File: src/rtl/ssr_pkg.sv
package ssr_pkg;

    typedef enum logic [1:0] {
        ST_IDLE   = 2'd0,
        ST_SHIFT  = 2'd1,
        ST_COMMIT = 2'd2
    } ctl_state_t;

endpackage

File: src/rtl/ssr_sync.sv
module ssr_sync #(
    parameter int             WIDTH   = 3,
    parameter int             STAGES  = 2,
    parameter logic [WIDTH-1:0] RST_VAL = '0
) (
    input  logic             clk,
    input  logic             rst_n,
    input  logic [WIDTH-1:0] din,
    output logic [WIDTH-1:0] dout
);

    logic [WIDTH-1:0] stg [STAGES];

    genvar g;
    generate
        for (g = 0; g < STAGES; g++) begin : g_stage
            if (g == 0) begin : g_first
                always_ff @(posedge clk or negedge rst_n) begin
                    if (!rst_n) stg[g] <= RST_VAL;
                    else        stg[g] <= din;
                end
            end else begin : g_next
                always_ff @(posedge clk or negedge rst_n) begin
                    if (!rst_n) stg[g] <= RST_VAL;
                    else        stg[g] <= stg[g-1];
                end
            end
        end
    endgenerate

    assign dout = stg[STAGES-1];

endmodule

File: src/rtl/ssr_shifter.sv
module ssr_shifter #(
    parameter int WORD_W = 16
) (
    input  logic              clk,
    input  logic              rst_n,
    input  logic              clr_cnt,
    input  logic              shift_en,
    input  logic              out_en,
    input  logic              din,
    output logic [WORD_W-1:0] word,
    output logic              full,
    output logic              dout
);

    localparam int CW = $clog2(WORD_W + 1);
    localparam logic [CW-1:0] CNT_MAX = CW'(WORD_W);

    logic [WORD_W-1:0] sh_q;
    logic [CW-1:0]     cnt_q;
    logic              dout_q;

    // data shifts in at the LSB, so the oldest bit sits at the MSB
    always_ff @(posedge clk or negedge rst_n) begin
        if (!rst_n)        sh_q <= '0;
        else if (shift_en) sh_q <= {sh_q[WORD_W-2:0], din};
    end

    // saturating count of bits in the current frame
    always_ff @(posedge clk or negedge rst_n) begin
        if (!rst_n)                           cnt_q <= '0;
        else if (clr_cnt)                     cnt_q <= '0;
        else if (shift_en && cnt_q != CNT_MAX) cnt_q <= cnt_q + 1'b1;
    end

    // last stage presented on the falling serial edge
    always_ff @(posedge clk or negedge rst_n) begin
        if (!rst_n)      dout_q <= 1'b0;
        else if (out_en) dout_q <= sh_q[WORD_W-1];
    end

    assign word = sh_q;
    assign full = (cnt_q == CNT_MAX);
    assign dout = dout_q;

endmodule

File: src/rtl/ssr_bank.sv
module ssr_bank #(
    parameter int NUM_CH = 18,
    parameter int DATA_W = 10,
    parameter int ADDR_W = 5
) (
    input  logic                     clk,
    input  logic                     rst_n,
    input  logic                     wr_en,
    input  logic [ADDR_W-1:0]        wr_addr,
    input  logic [DATA_W-1:0]        wr_data,
    output logic [NUM_CH*DATA_W-1:0] values,
    output logic                     upd_valid,
    output logic [ADDR_W-1:0]        upd_chan
);

    localparam logic [ADDR_W-1:0] LAST_ADDR = ADDR_W'(NUM_CH - 1);

    logic              accept;
    logic [DATA_W-1:0] val_q [NUM_CH];

    assign accept = wr_en && (wr_addr <= LAST_ADDR);

    genvar g;
    generate
        for (g = 0; g < NUM_CH; g++) begin : g_chan
            always_ff @(posedge clk or negedge rst_n) begin
                if (!rst_n)                                  val_q[g] <= '0;
                else if (accept && wr_addr == ADDR_W'(g))    val_q[g] <= wr_data;
            end
            assign values[g*DATA_W +: DATA_W] = val_q[g];
        end
    endgenerate

    always_ff @(posedge clk or negedge rst_n) begin
        if (!rst_n) begin
            upd_valid <= 1'b0;
            upd_chan  <= '0;
        end else begin
            upd_valid <= accept;
            if (accept) upd_chan <= wr_addr;
        end
    end

endmodule

File: src/rtl/chain_setpoint_regs.sv
module chain_setpoint_regs
    import ssr_pkg::*;
#(
    parameter int NUM_CH      = 18,
    parameter int DATA_W      = 10,
    parameter int ADDR_W      = 5,
    parameter int SYNC_STAGES = 2
) (
    input  logic                     clk,
    input  logic                     rst_n,
    input  logic                     ser_clk,
    input  logic                     ser_sel_n,
    input  logic                     ser_din,
    output logic                     ser_dout,
    output logic [NUM_CH*DATA_W-1:0] setpoints,
    output logic                     upd_valid,
    output logic [ADDR_W-1:0]        upd_chan
);

    localparam int WORD_W  = 1 + ADDR_W + DATA_W;
    localparam int TEST_B  = WORD_W - 1;
    localparam int ADDR_HI = WORD_W - 2;

    logic sclk_s, sel_n_s, din_s;
    logic sclk_prev;
    logic sclk_rise, sclk_fall;

    ctl_state_t state_q, state_d;
    logic shifting, clr_cnt, commit;

    logic [WORD_W-1:0] word;
    logic              full;
    logic              wr_en;

    // serial lines into the block clock domain; select idles high
    ssr_sync #(
        .WIDTH   (3),
        .STAGES  (SYNC_STAGES),
        .RST_VAL (3'b010)
    ) u_sync (
        .clk  (clk),
        .rst_n(rst_n),
        .din  ({ser_clk, ser_sel_n, ser_din}),
        .dout ({sclk_s, sel_n_s, din_s})
    );

    always_ff @(posedge clk or negedge rst_n) begin
        if (!rst_n) sclk_prev <= 1'b0;
        else        sclk_prev <= sclk_s;
    end

    assign sclk_rise = sclk_s & ~sclk_prev;
    assign sclk_fall = ~sclk_s & sclk_prev;

    // state register
    always_ff @(posedge clk or negedge rst_n) begin
        if (!rst_n) state_q <= ST_IDLE;
        else        state_q <= state_d;
    end

    // transitions
    always_comb begin
        state_d = state_q;
        unique case (state_q)
            ST_IDLE:   if (!sel_n_s) state_d = ST_SHIFT;
            ST_SHIFT:  if (sel_n_s)  state_d = ST_COMMIT;
            ST_COMMIT: state_d = ST_IDLE;
            default:   state_d = ST_IDLE;
        endcase
    end

    // outputs of the control machine
    always_comb begin
        shifting = 1'b0;
        clr_cnt  = 1'b0;
        commit   = 1'b0;
        unique case (state_q)
            ST_IDLE:   clr_cnt  = 1'b1;
            ST_SHIFT:  shifting = ~sel_n_s;
            ST_COMMIT: commit   = 1'b1;
            default:   clr_cnt  = 1'b1;
        endcase
    end

    ssr_shifter #(
        .WORD_W(WORD_W)
    ) u_shift (
        .clk     (clk),
        .rst_n   (rst_n),
        .clr_cnt (clr_cnt),
        .shift_en(shifting & sclk_rise),
        .out_en  (shifting & sclk_fall),
        .din     (din_s),
        .word    (word),
        .full    (full),
        .dout    (ser_dout)
    );

    assign wr_en = commit & full & ~word[TEST_B];

    ssr_bank #(
        .NUM_CH(NUM_CH),
        .DATA_W(DATA_W),
        .ADDR_W(ADDR_W)
    ) u_bank (
        .clk      (clk),
        .rst_n    (rst_n),
        .wr_en    (wr_en),
        .wr_addr  (word[ADDR_HI -: ADDR_W]),
        .wr_data  (word[DATA_W-1:0]),
        .values   (setpoints),
        .upd_valid(upd_valid),
        .upd_chan (upd_chan)
    );

endmodule

File: config.mk
export PLATFORM = sky130hd
export DESIGN_NAME = chain_setpoint_regs
export DESIGN_NICKNAME = d
export VERILOG_FILES = /design/src/rtl/ssr_pkg.sv /design/src/rtl/ssr_sync.sv /design/src/rtl/ssr_shifter.sv /design/src/rtl/ssr_bank.sv /design/src/rtl/chain_setpoint_regs.sv
export SDC_FILE = /design/constraint.sdc
export NUM_CORES = 1
export LEC_CHECK = 0
export ABC_AREA = 1
export BUFFER_PORTS_ARGS = -buffer_cell sky130_fd_sc_hd__buf_2
export CELL_PAD_IN_SITES_DETAIL_PLACEMENT = 1
export CELL_PAD_IN_SITES_GLOBAL_PLACEMENT = 1
export CORE_ASPECT_RATIO = 1.75
export CORE_MARGIN = 8
export CORE_UTILIZATION = 37
export CTS_CLUSTER_SIZE = 28
export DETAILED_ROUTE_END_ITERATION = 10
export HOLD_SLACK_MARGIN = 0.02
export PLACE_DENSITY_LB_ADDON = 0.1
export SLEW_MARGIN = 40
export SYNTH_ARGS = -nofsm -noshare
export SYNTH_HDL_FRONTEND = slang
export SYNTH_SLANG_ARGS = --single-unit
export TNS_END_PERCENT = 50
File: constraint.sdc
create_clock -name clk -period 1.5 [get_ports clk]
set_input_delay 0.15 -clock clk [delete_from_list [all_inputs] [get_ports clk]]
set_output_delay 0.15 -clock clk [all_outputs]
set_load 0.01 [all_outputs]
## Word-level counts from Yosys, hierarchy flattened

Index checks and enable logic that the tools add are counted.

| storage, ports and cells | value |
|---|---|
| flip-flop bits (word level) | 217 |
| input bits | 5 |
| output and inout port bits | 187 |
| logic and storage cells | 94 |

| operators by class | value |
|---|---|
| $add $sub $neg | 1 |
| magnitude comparators | 1 |
| eq/ne operators | 24 |
| muxes and demuxes | 7 |
| bitwise operators | 10 |
| reductions and logical operators | 24 |

Operators by type and width:

| cell | count |
|---|---|
| == test 5 x 4 -> 1 bit (second input constant) | 8 |
| == test 5 x 3 -> 1 bit (second input constant) | 4 |
| logical AND 1 bit | 20 |
| == test 5 bit (second input constant) | 3 |
| == test 5 x 2 -> 1 bit (second input constant) | 2 |
| 2-to-1 mux 5 bit | 2 |
| AND 1 bit | 6 |
| adder 5 x 1 -> 5 bit (second input constant) | 1 |
| == test 5 x 1 -> 1 bit (second input constant) | 1 |
| less-or-equal comparator 5 bit (second input constant) | 1 |
| logical NOT 5 bit | 1 |
| inequality test 5 bit (second input constant) | 1 |
| 2-to-1 mux 2 bit | 2 |
| inequality test 2 x 1 -> 1 bit (second input constant) | 2 |
| inverter 1 bit | 4 |
| case mux 2 bit (2 select lines) | 1 |
| == test 2 x 1 -> 1 bit (second input constant) | 1 |
| == test 2 bit (second input constant) | 1 |
| logical NOT 2 bit | 1 |
| 2-to-1 mux 1 bit | 2 |
| inequality test 2 bit (second input constant) | 1 |
| AND reduction 2 bit | 1 |
| OR reduction 2 bit | 1 |

## Depth between registers and ports, before layout

Gate-level depths: netlist of the first run.

| depth | value |
|---|---|
| depth in word-level cells | 6 |
| mapped depth | 10 |

## Modules after synthesis

Synthesis of the first run repeated with hierarchy kept, for this count alone.

| unflattened totals | value |
|---|---|
| cells, all modules | 1009 |
| area, all modules | 9056.2 µm² |

Modules (own cells, without submodules):

| module | times used | cells each | area each (µm²) | seq. area each (µm²) |
|---|---|---|---|---|
| ssr_bank | 1 | 868 | 7686.1 | 4654.5 |
| ssr_shifter | 1 | 102 | 965.9 | 550.5 |
| chain_setpoint_regs | 1 | 30 | 229.0 | 75.1 |
| ssr_sync | 1 | 9 | 175.2 | 152.6 |

## Worst setup path before layout of the first run

No wires, ideal clock.

| timing | value |
|---|---|
| path type | register to register |
| start | register u_shift.cnt_q[0] |
| end | register u_bank.val_q (netlist bit u_bank.values[100]) |
| setup time | 0.117 ns |
| arrival time | 1.429 ns |
| data required time | 1.383 ns |
| slack | -0.046 ns |
| cell stages (with the launch flop) | 11 |
| path buffers | 1 |
| period minus slack after synthesis | 1.546 ns |
| cells stage by stage | dfrtp_1 -> inv_1 -> ha_1 -> nand2_1 -> clkinv_1 -> nand2_1 -> nor2_4 -> buf_6 -> nand3_4 -> nand2_1 -> nand2_1 |

| on the way | value |
|---|---|
| cells in the longest elaborated chain, start to end | 5 |

Ends and longest elaborated chain:

| item | RTL line | text |
|---|---|---|
| start, declared | ssr_shifter.sv:19 | `logic [CW-1:0] cnt_q;` |
| start signal, assigned | ssr_shifter.sv:32 | `else if (shift_en && cnt_q != CNT_MAX) cnt_q <= cnt_q + 1'b1;` |
| == test 5 bit | ssr_shifter.sv:42 | `assign full = (cnt_q == CNT_MAX);` |
| AND 1 bit (2 in series) | chain_setpoint_regs.sv:99 | `assign wr_en = commit & full & ~word[TEST_B];` |
| logical AND 1 bit | ssr_bank.sv:21 | `assign accept = wr_en && (wr_addr <= LAST_ADDR);` |
| logical AND 1 bit | ssr_bank.sv:28 | `else if (accept && wr_addr == ADDR_W'(g)) val_q[g] <= wr_data;` |
| end signal, assigned by index | ssr_bank.sv:28 |  |
| end, declared | ssr_bank.sv:19 | `logic [DATA_W-1:0] val_q [NUM_CH];` |

No other way between the ends.
A chain may end at the register's enable or synchronous reset.

## Worst setup path in the final report of the first run

| timing | value |
|---|---|
| start | register u_shift.cnt_q[0] |
| end | register u_bank.val_q (netlist bit u_bank.values[148]) |

Same word-level chain as after synthesis.

==> flow_metrics.py, run 1 <==
metrics = {
    "critical_path": {
        "crit_required_ps": 1900,
        "reg2regPathDepth": 11,
        "reg2reg_from": "u_shift.cnt_q[0]",
        "path_class": "flop to flop",
        "cp-start-kind": "flop",
        "cp_common_cell": "nand2_1",
        "worstPathMaxFanout": 6,
        "worst_ep_arrival_time_ps": 2090,
        "cp_slowest_cell": "dfrtp_1",
        "end_kind": "flop",
        "r2r-end": "u_bank.values[148]",
        "crit_chain": "inv_2 > ha_4 > nand2_2 > clkinv_2 > nand2_4 > nor2_4 > buf_6 > buf_12 > nand3_2 > nand2_1 > nand2_1",
        "r2r_slack_ps": -190,
        "crit_path_max_incr_delay_ps": 390,
    },
    "clock_network": {
        "insertion_delay_ps": 510,
        "cts-root-buf": "clkbuf_16",
        "cts_tree": "done",
        "cts_sinks": 217,
        "clkTransAtPathRegs_ps": 60,
        "cts-buffers-inserted": 22,
        "h-tree-depth": 1,
        "clockBufferDepth": 3,
    },
    "sta": {
        "fin_crit_ps": 1689,
        "skew_ps": 10.67,
        "slew_headroom": 0.6737,
        "worstMarginPinSlew_ps": 489.4,
        "period_share": 1.126,
        "fin_ws_ps": -189.5,
        "rsz0062_at_grt": "yes",
        "setup_viol": 187,
        "report.final.slew_viol_count": 0,
        "hold_viol": 0,
        "timing.fmax_mhz": 591.9,
    },
    "placement": {
        "io_buffers": 191,
        "hpwl_um": 22330,
        "place_ws_ps": -229.8,
        "dp_cells": 1520,
        "gp_congestion": 0.7756,
    },
    "grt": {
        "grt_usage": 0.2203,
        "antenna_found_initial": 0,
        "grt_overflow": 0,
        "grt_max_degree": 57,
        "grt_pass1_vias": 9130,
        "grt_pass1_wl_um": 53070,
    },
    "layout": {
        "regArea_mm2": 0.005433,
        "fin_cells": 1606,
        "final_layout_size_suffix_gt1_frac": 0.3478,
        "num-fill-cells": 2868,
        "nNetsFinal": 1290,
        "multi_input_area_mm2": 0.003660,
        "num_antenna_cells": 0,
        "area_growth_pct": 39.22,
        "post-route-util": 0.5246,
    },
    "pwr": {
        "cellLeakagePower_nw": 7.076,
        "irDropWorstVdd_mv": 0.8301,
        "total_power_mw": 13.15,
        "power_density_mw_per_mm2": 1018,
    },
    "floorplanning": {
        "die_w_um": 135.7,
        "start_util": 0.3768,
        "die_h_um": 225.5,
        "rows": 76,
        "die_area_mm2": 0.03060,
        "design.core.area_mm2": 0.02463,
        "ioPinCount": 192,
    },
    "outcome": {
        "violations": "setup timing",
        "status": "finished, violations left",
    },
    "detailed_routing": {
        "drc_errors": 0,
        "vias": 8455,
        "drt_pass1_iterations": 4,
        "drt_iter0_drc": 438,
        "drtAntennaViolNets": 0,
        "detail_route.wl_per_cell_um": 21.59,
        "wl_um": 34680,
        "viasPerCell": 5.265,
    },
    "synth": {
        "yosysWarnings": 0,
        "syn_nets": 1009,
        "async_reset_ff_frac": 1.000,
        "synth_top_area_share": 0.5797,
        "syn_inst": 997,
        "yosysMostFrequentCell": "nand2_1",
        "yosysTopAreaCell": "dfrtp_1",
        "ys_seq_elements": 217,
        "synth_edf_count": 0,
        "synth_commonest_cells": "403 x nand2_1, 215 x dfrtp_1, 172 x nand4_1",
        "postSynthAreaPerCell_um2": 9.308,
        "ys.flop_type": "dfrtp_1",
        "yosysSeqAreaShare": 0.5854,
        "ys_types": 25,
        "post_synth_instance_area_mm2": 0.009280,
        "synth_area_leaders": "dfrtp_1 58%, nand2_1 16%, nand4_1 12%",
    },
    "hold_path": {
        "hp-class": "primary input to async pin",
    },
    "flow_run": {
        "max_cap_violations": 0,
    },
}
[power by group]
part           switching (mW)  internal, mW  leakage [nW]  total, mW
registers              0.0693          5.95          3.01       6.02
clock network            2.36          3.23         0.363       5.59
logic                    1.07         0.463          3.71       1.54
total                    3.50          9.65          7.08       13.1
[cells by family after synthesis]
logic type,count (synthesis),synth area share
compound gates,35,0.01888
xor+xnor,1,0.0009440
fa+ha+maj,7,0.009437
buf+inv,115,0.05838
flops,217,0.5854
simple gates,622,0.3270
[state kept, by name, summed over array words and instances, names as in the netlist, 2 cells and up]
register         flops
u_shift.word        16
u_shift.cnt_q        5
state_q              2
u_sync.stg           3
u_sync.dout          3
u_bank.upd_chan      5
u_bank.values      180
[cell type report]
cell class	instances	share of cell area
multi-input combinational	679	0.2833
inverter	32	0.009394
tap	312	0.03021
sequential	217	0.4205
timing repair buffer	326	0.2004
clock inverter	7	0.004939
clock buffer	33	0.05133
[per-stage QoR]
step           hold WS [ps]  instance area (µm²)  TNS (ps)
2_1_floorplan        -145.6                 9296     -2584
3_3_place_gp          126.7                11280    -19070
3_5_place_dp          131.1                11280    -23570
4_1_cts               180.1                12590    -18690
5_1_grt               207.2                12920    -42630
6_report              181.4                12920    -26280
[cell usage in the layout, fill, tap and decap left out, types with 3 or more instances in the layout]
cell type / instances
clkbuf_16: 29
clkinv_2: 6
nand3_2: 9
buf_6: 15
ha_1: 6
dlygate4sd3_1: 4
buf_16: 4
nand4_1: 172
nor2_1: 13
o21ai_0: 18
buf_8: 7
nand2_1: 363
inv_2: 7
nand2_2: 40
buf_4: 75
nor3_4: 3
o21ai_1: 15
clkbuf_8: 5
clkbuf_1: 5
nand3_4: 23
nand3_1: 7
nor2_4: 3
inv_1: 24
buf_12: 25
buf_2: 190
dfrtp_1: 215
[metal layers]
| layer | global-route usage | wire [µm] |
|---|---|---|
| met1 | 0.2477 | 12990 |
| met2 | 0.4121 | 19080 |
| met3 | 0.03013 | 1614 |
| met4 | 0.07163 | 995 |
| met5 | 0 | 0 |
[worst max-delay path: cells and delay by family (launching register included)]
kind	cells	cell delay, ps
fa+ha+maj	1	130
simple gates	6	590
flops	1	390
buf+inv	4	450
[worst max path at each step]
stage / depth (start not counted) / to / slack, ps / startpoint
6_report: 11 / u_bank.values[148] / -190 / u_shift.cnt_q[0]
5_1_grt: 11 / u_bank.values[147] / -260 / u_shift.cnt_q[0]
4_1_cts: 12 / u_bank.values[157] / -160 / u_shift.cnt_q[0]
3_5_place_dp: 10 / u_bank.values[34] / -230 / u_shift.cnt_q[0]
3_3_place_gp: 10 / u_bank.values[39] / -180 / u_shift.cnt_q[0]
2_1_floorplan: 10 / u_bank.values[168] / -30 / u_shift.cnt_q[0]
[timing repair]
action | in CTS | in global routing
resized for setup | 35 | 60
pin swaps | 51 | 36
hold buffers | 4 | 0
setup endpoints to repair | 186 | 199
cloned | 12 | 14
endpoints found under the hold margin | 214 | 0
buffers inserted | 19 | 3
Note: power is estimated with default switching activity, not from simulation.
==> inputs of run 2 (changes only) <==
--- a/config.mk
+++ b/config.mk
@@ -7,7 +7,7 @@
 export LEC_CHECK = 0
 export ABC_AREA = 1
 export BUFFER_PORTS_ARGS = -buffer_cell sky130_fd_sc_hd__buf_2
-export CELL_PAD_IN_SITES_DETAIL_PLACEMENT = 1
+export CELL_PAD_IN_SITES_DETAIL_PLACEMENT = 0
 export CELL_PAD_IN_SITES_GLOBAL_PLACEMENT = 1
 export CORE_ASPECT_RATIO = 1.75
 export CORE_MARGIN = 8
==> run 2 against run 1 <==
The flow still finishes with violations (setup timing). Setup slack improved by 43 ps. Wire length decreased by 10%. Sequential share of layout area increased by 1.4 points. Count of clock-buffer cells in the layout decreased by 4. Total power decreased by 3.2%. Via count decreased by 5.3%. Worst hold slack got worse by 2.7 ps. Combinational power decreased by 6%. Critical endpoint is now u_bank.values[127].
==> flow_metrics.py, run 2 (synthesis gave the netlist of run 1 again) <==
metrics = {
    "floorplanning": {
        "start_util": 0.3768,
        "die_area_mm2": 0.03060,
        "die_w_um": 135.7,
        "die_h_um": 225.5,
        "ioPinCount": 192,
        "design.core.area_mm2": 0.02463,
        "rows": 76,
    },
    "grt": {
        "grt_pass1_wl_um": 47350,
        "antenna_found_initial": 0,
        "grt_overflow": 0,
        "gr-usage-met2": 0.3581,
        "use_met1": 0.2275,
        "grt_use_met3": 0.03125,
        "top_usage_layer": "met2",
        "grt_usage": 0.1974,
        "grt_pass1_vias": 8203,
        "grt_max_degree": 57,
    },
    "sta": {
        "hold_viol": 0,
        "setup_viol": 186,
        "report.final.slew_viol_count": 0,
        "rsz0062_at_grt": "yes",
        "slew_headroom": 0.6845,
        "fin_ws_ps": -146.7,
        "skew_ps": 10.09,
        "period_share": 1.098,
        "worstMarginPinSlew_ps": 473.3,
        "fin_crit_ps": 1647,
        "timing.fmax_mhz": 607.3,
    },
    "clock_network": {
        "clockBufferDepth": 3,
        "h-tree-depth": 1,
        "clkTransAtPathRegs_ps": 60,
        "cts-buffers-inserted": 21,
        "cts_sinks": 217,
        "cts-root-buf": "clkbuf_16",
        "insertion_delay_ps": 510,
        "cts_tree": "done",
    },
    "layout": {
        "nNetsFinal": 1268,
        "regArea_mm2": 0.005433,
        "fin_cells": 1581,
        "area_growth_pct": 34.83,
        "final_layout_size_suffix_gt1_frac": 0.3191,
        "largest_register_ff_count": 180,
        "final_cell_mix": "395 x nand2_1, 215 x dfrtp_1, 190 x buf_2, 172 x nand4_1, 76 x buf_4",
        "num-fill-cells": 2414,
        "multi_input_area_mm2": 0.003506,
        "final_common_cell": "nand2_1",
        "num_antenna_cells": 0,
    },
    "placement": {
        "dp_cells": 1520,
        "io_buffers": 191,
        "hpwl_um": 21010,
        "gp_congestion": 0.7756,
    },
    "critical_path": {
        "crit_path_max_incr_delay_ps": 390,
        "crit_required_ps": 1900,
        "path_class": "flop to flop",
        "end_kind": "flop",
        "worst_ep_arrival_time_ps": 2040,
        "worstPathMaxFanout": 10,
        "cp_slowest_cell": "dfrtp_1",
        "crit_chain": "inv_2 > ha_4 > nand2_2 > clkinv_2 > nand2_2 > nor2_4 > buf_6 > buf_12 > nand3_4 > nand2_1 > nand2_1",
        "cp-start-kind": "flop",
    },
    "pwr": {
        "power_switching_mw": 3.378,
        "p_int_mw": 9.347,
        "comb_power_share": 0.114,
        "clock_power_share": 0.414,
        "power_density_mw_per_mm2": 1017,
        "irDropWorstVdd_mv": 0.7482,
        "p_seq_frac": 0.473,
        "total_power_mw": 12.72,
        "cellLeakagePower_nw": 6.985,
        "p_sw_frac": 0.2654,
    },
    "detailed_routing": {
        "detail_route.wl_per_cell_um": 19.70,
        "drc_errors": 0,
        "vias": 8009,
        "viasPerCell": 5.066,
        "wl_um": 31140,
        "drt_iter0_drc": 458,
        "drt_pass1_iterations": 5,
        "drtAntennaViolNets": 0,
    },
    "flow_run": {
        "max_cap_violations": 0,
    },
    "outcome": {
        "status": "finished, violations left",
        "violations": "setup timing",
    },
    "hold_path": {
        "hp-class": "primary input to async pin",
    },
}
[run 2: cell types whose count changed in the layout (fill, tap and decap cells not counted), sizes merged]
cell    change
buf        -10
nand3      -10
clkbuf      -5
[run 2: path summary, 6_finish.rpt]
| kind | startpoint | to | slack [ps] | depth (start not counted) |
|---|---|---|---|---|
| max | u_shift.cnt_q[0] | u_bank.values[127] | -150 | 11 |
| min | rst_n | u_bank.values[96] | 180 | 2 |
| max reg2reg | u_shift.cnt_q[0] | u_bank.values[127] | -150 | 11 |
| min reg2reg | u_sync.stg[5] | u_sync.dout[2] | 350 | 0 |
| max in group asynchronous | rst_n | u_bank.values[63] | 700 | 3 |
| min in group clk | ser_din | u_sync.stg[3] | 290 | 2 |
[run 2: area by class of cell]
class	instances	area share
flip-flops and latches	217	0.4342
well taps	312	0.03120
clock buffers	29	0.04840
multi-input cells	669	0.2802
repair buffers	315	0.1915
inverters	32	0.009700
clock inverters	7	0.004800
[run 2: metal layers]
metal	share of wire	vias to the layer above
met4	0.032	0
met5	0	-
li1	-	3873
met3	0.051	58
met1	0.38	3886
met2	0.53	192
[run 2: power by group through the flow]
stage               Sequential, mW  Clock, mW  Combinational, mW
finish                        6.01       5.26               1.45
global route                  6.02       5.61               1.56
CTS                           6.02       5.40               1.44
detailed placement            6.13          0               1.41
global placement              6.12          0               1.41
floorplan                     6.09          0              0.552
[run 2: repair_timing]
action,in CTS,in global routing
buffers inserted,4,4
endpoints found under the hold margin,220,0
cloned,2,11
gates resized for setup,29,19
pin swaps,6,11
hold buffers,4,0
setup endpoints to repair,186,196
[run 2: critical path: cells and delay by family (launching register included)]
| kind | cells | cell delay (ps) |
|---|---|---|
| buffers and inverters | 4 | 440 |
| adder cells (fa/ha/maj) | 1 | 130 |
| AND/OR/NAND/NOR | 6 | 570 |
| flip-flops | 1 | 390 |
[run 2: per-stage QoR]
stage / setup TNS [ps] / setup slack (ps) / instance area (µm²) / hold slack [ps] / utilization
2_1_floorplan: -2584 / -34.37 / 9296 / -145.6 / -
3_3_place_gp: -19070 / -182.7 / 11280 / 126.7 / 0.4581
3_5_place_dp: -20890 / -218.0 / 11280 / 128.1 / 0.4581
4_1_cts: -19820 / -139.6 / 12220 / 170.0 / 0.4960
5_1_grt: -36320 / -257.1 / 12510 / 205.5 / 0.5080
6_report: -16610 / -146.7 / 12510 / 178.7 / 0.5080
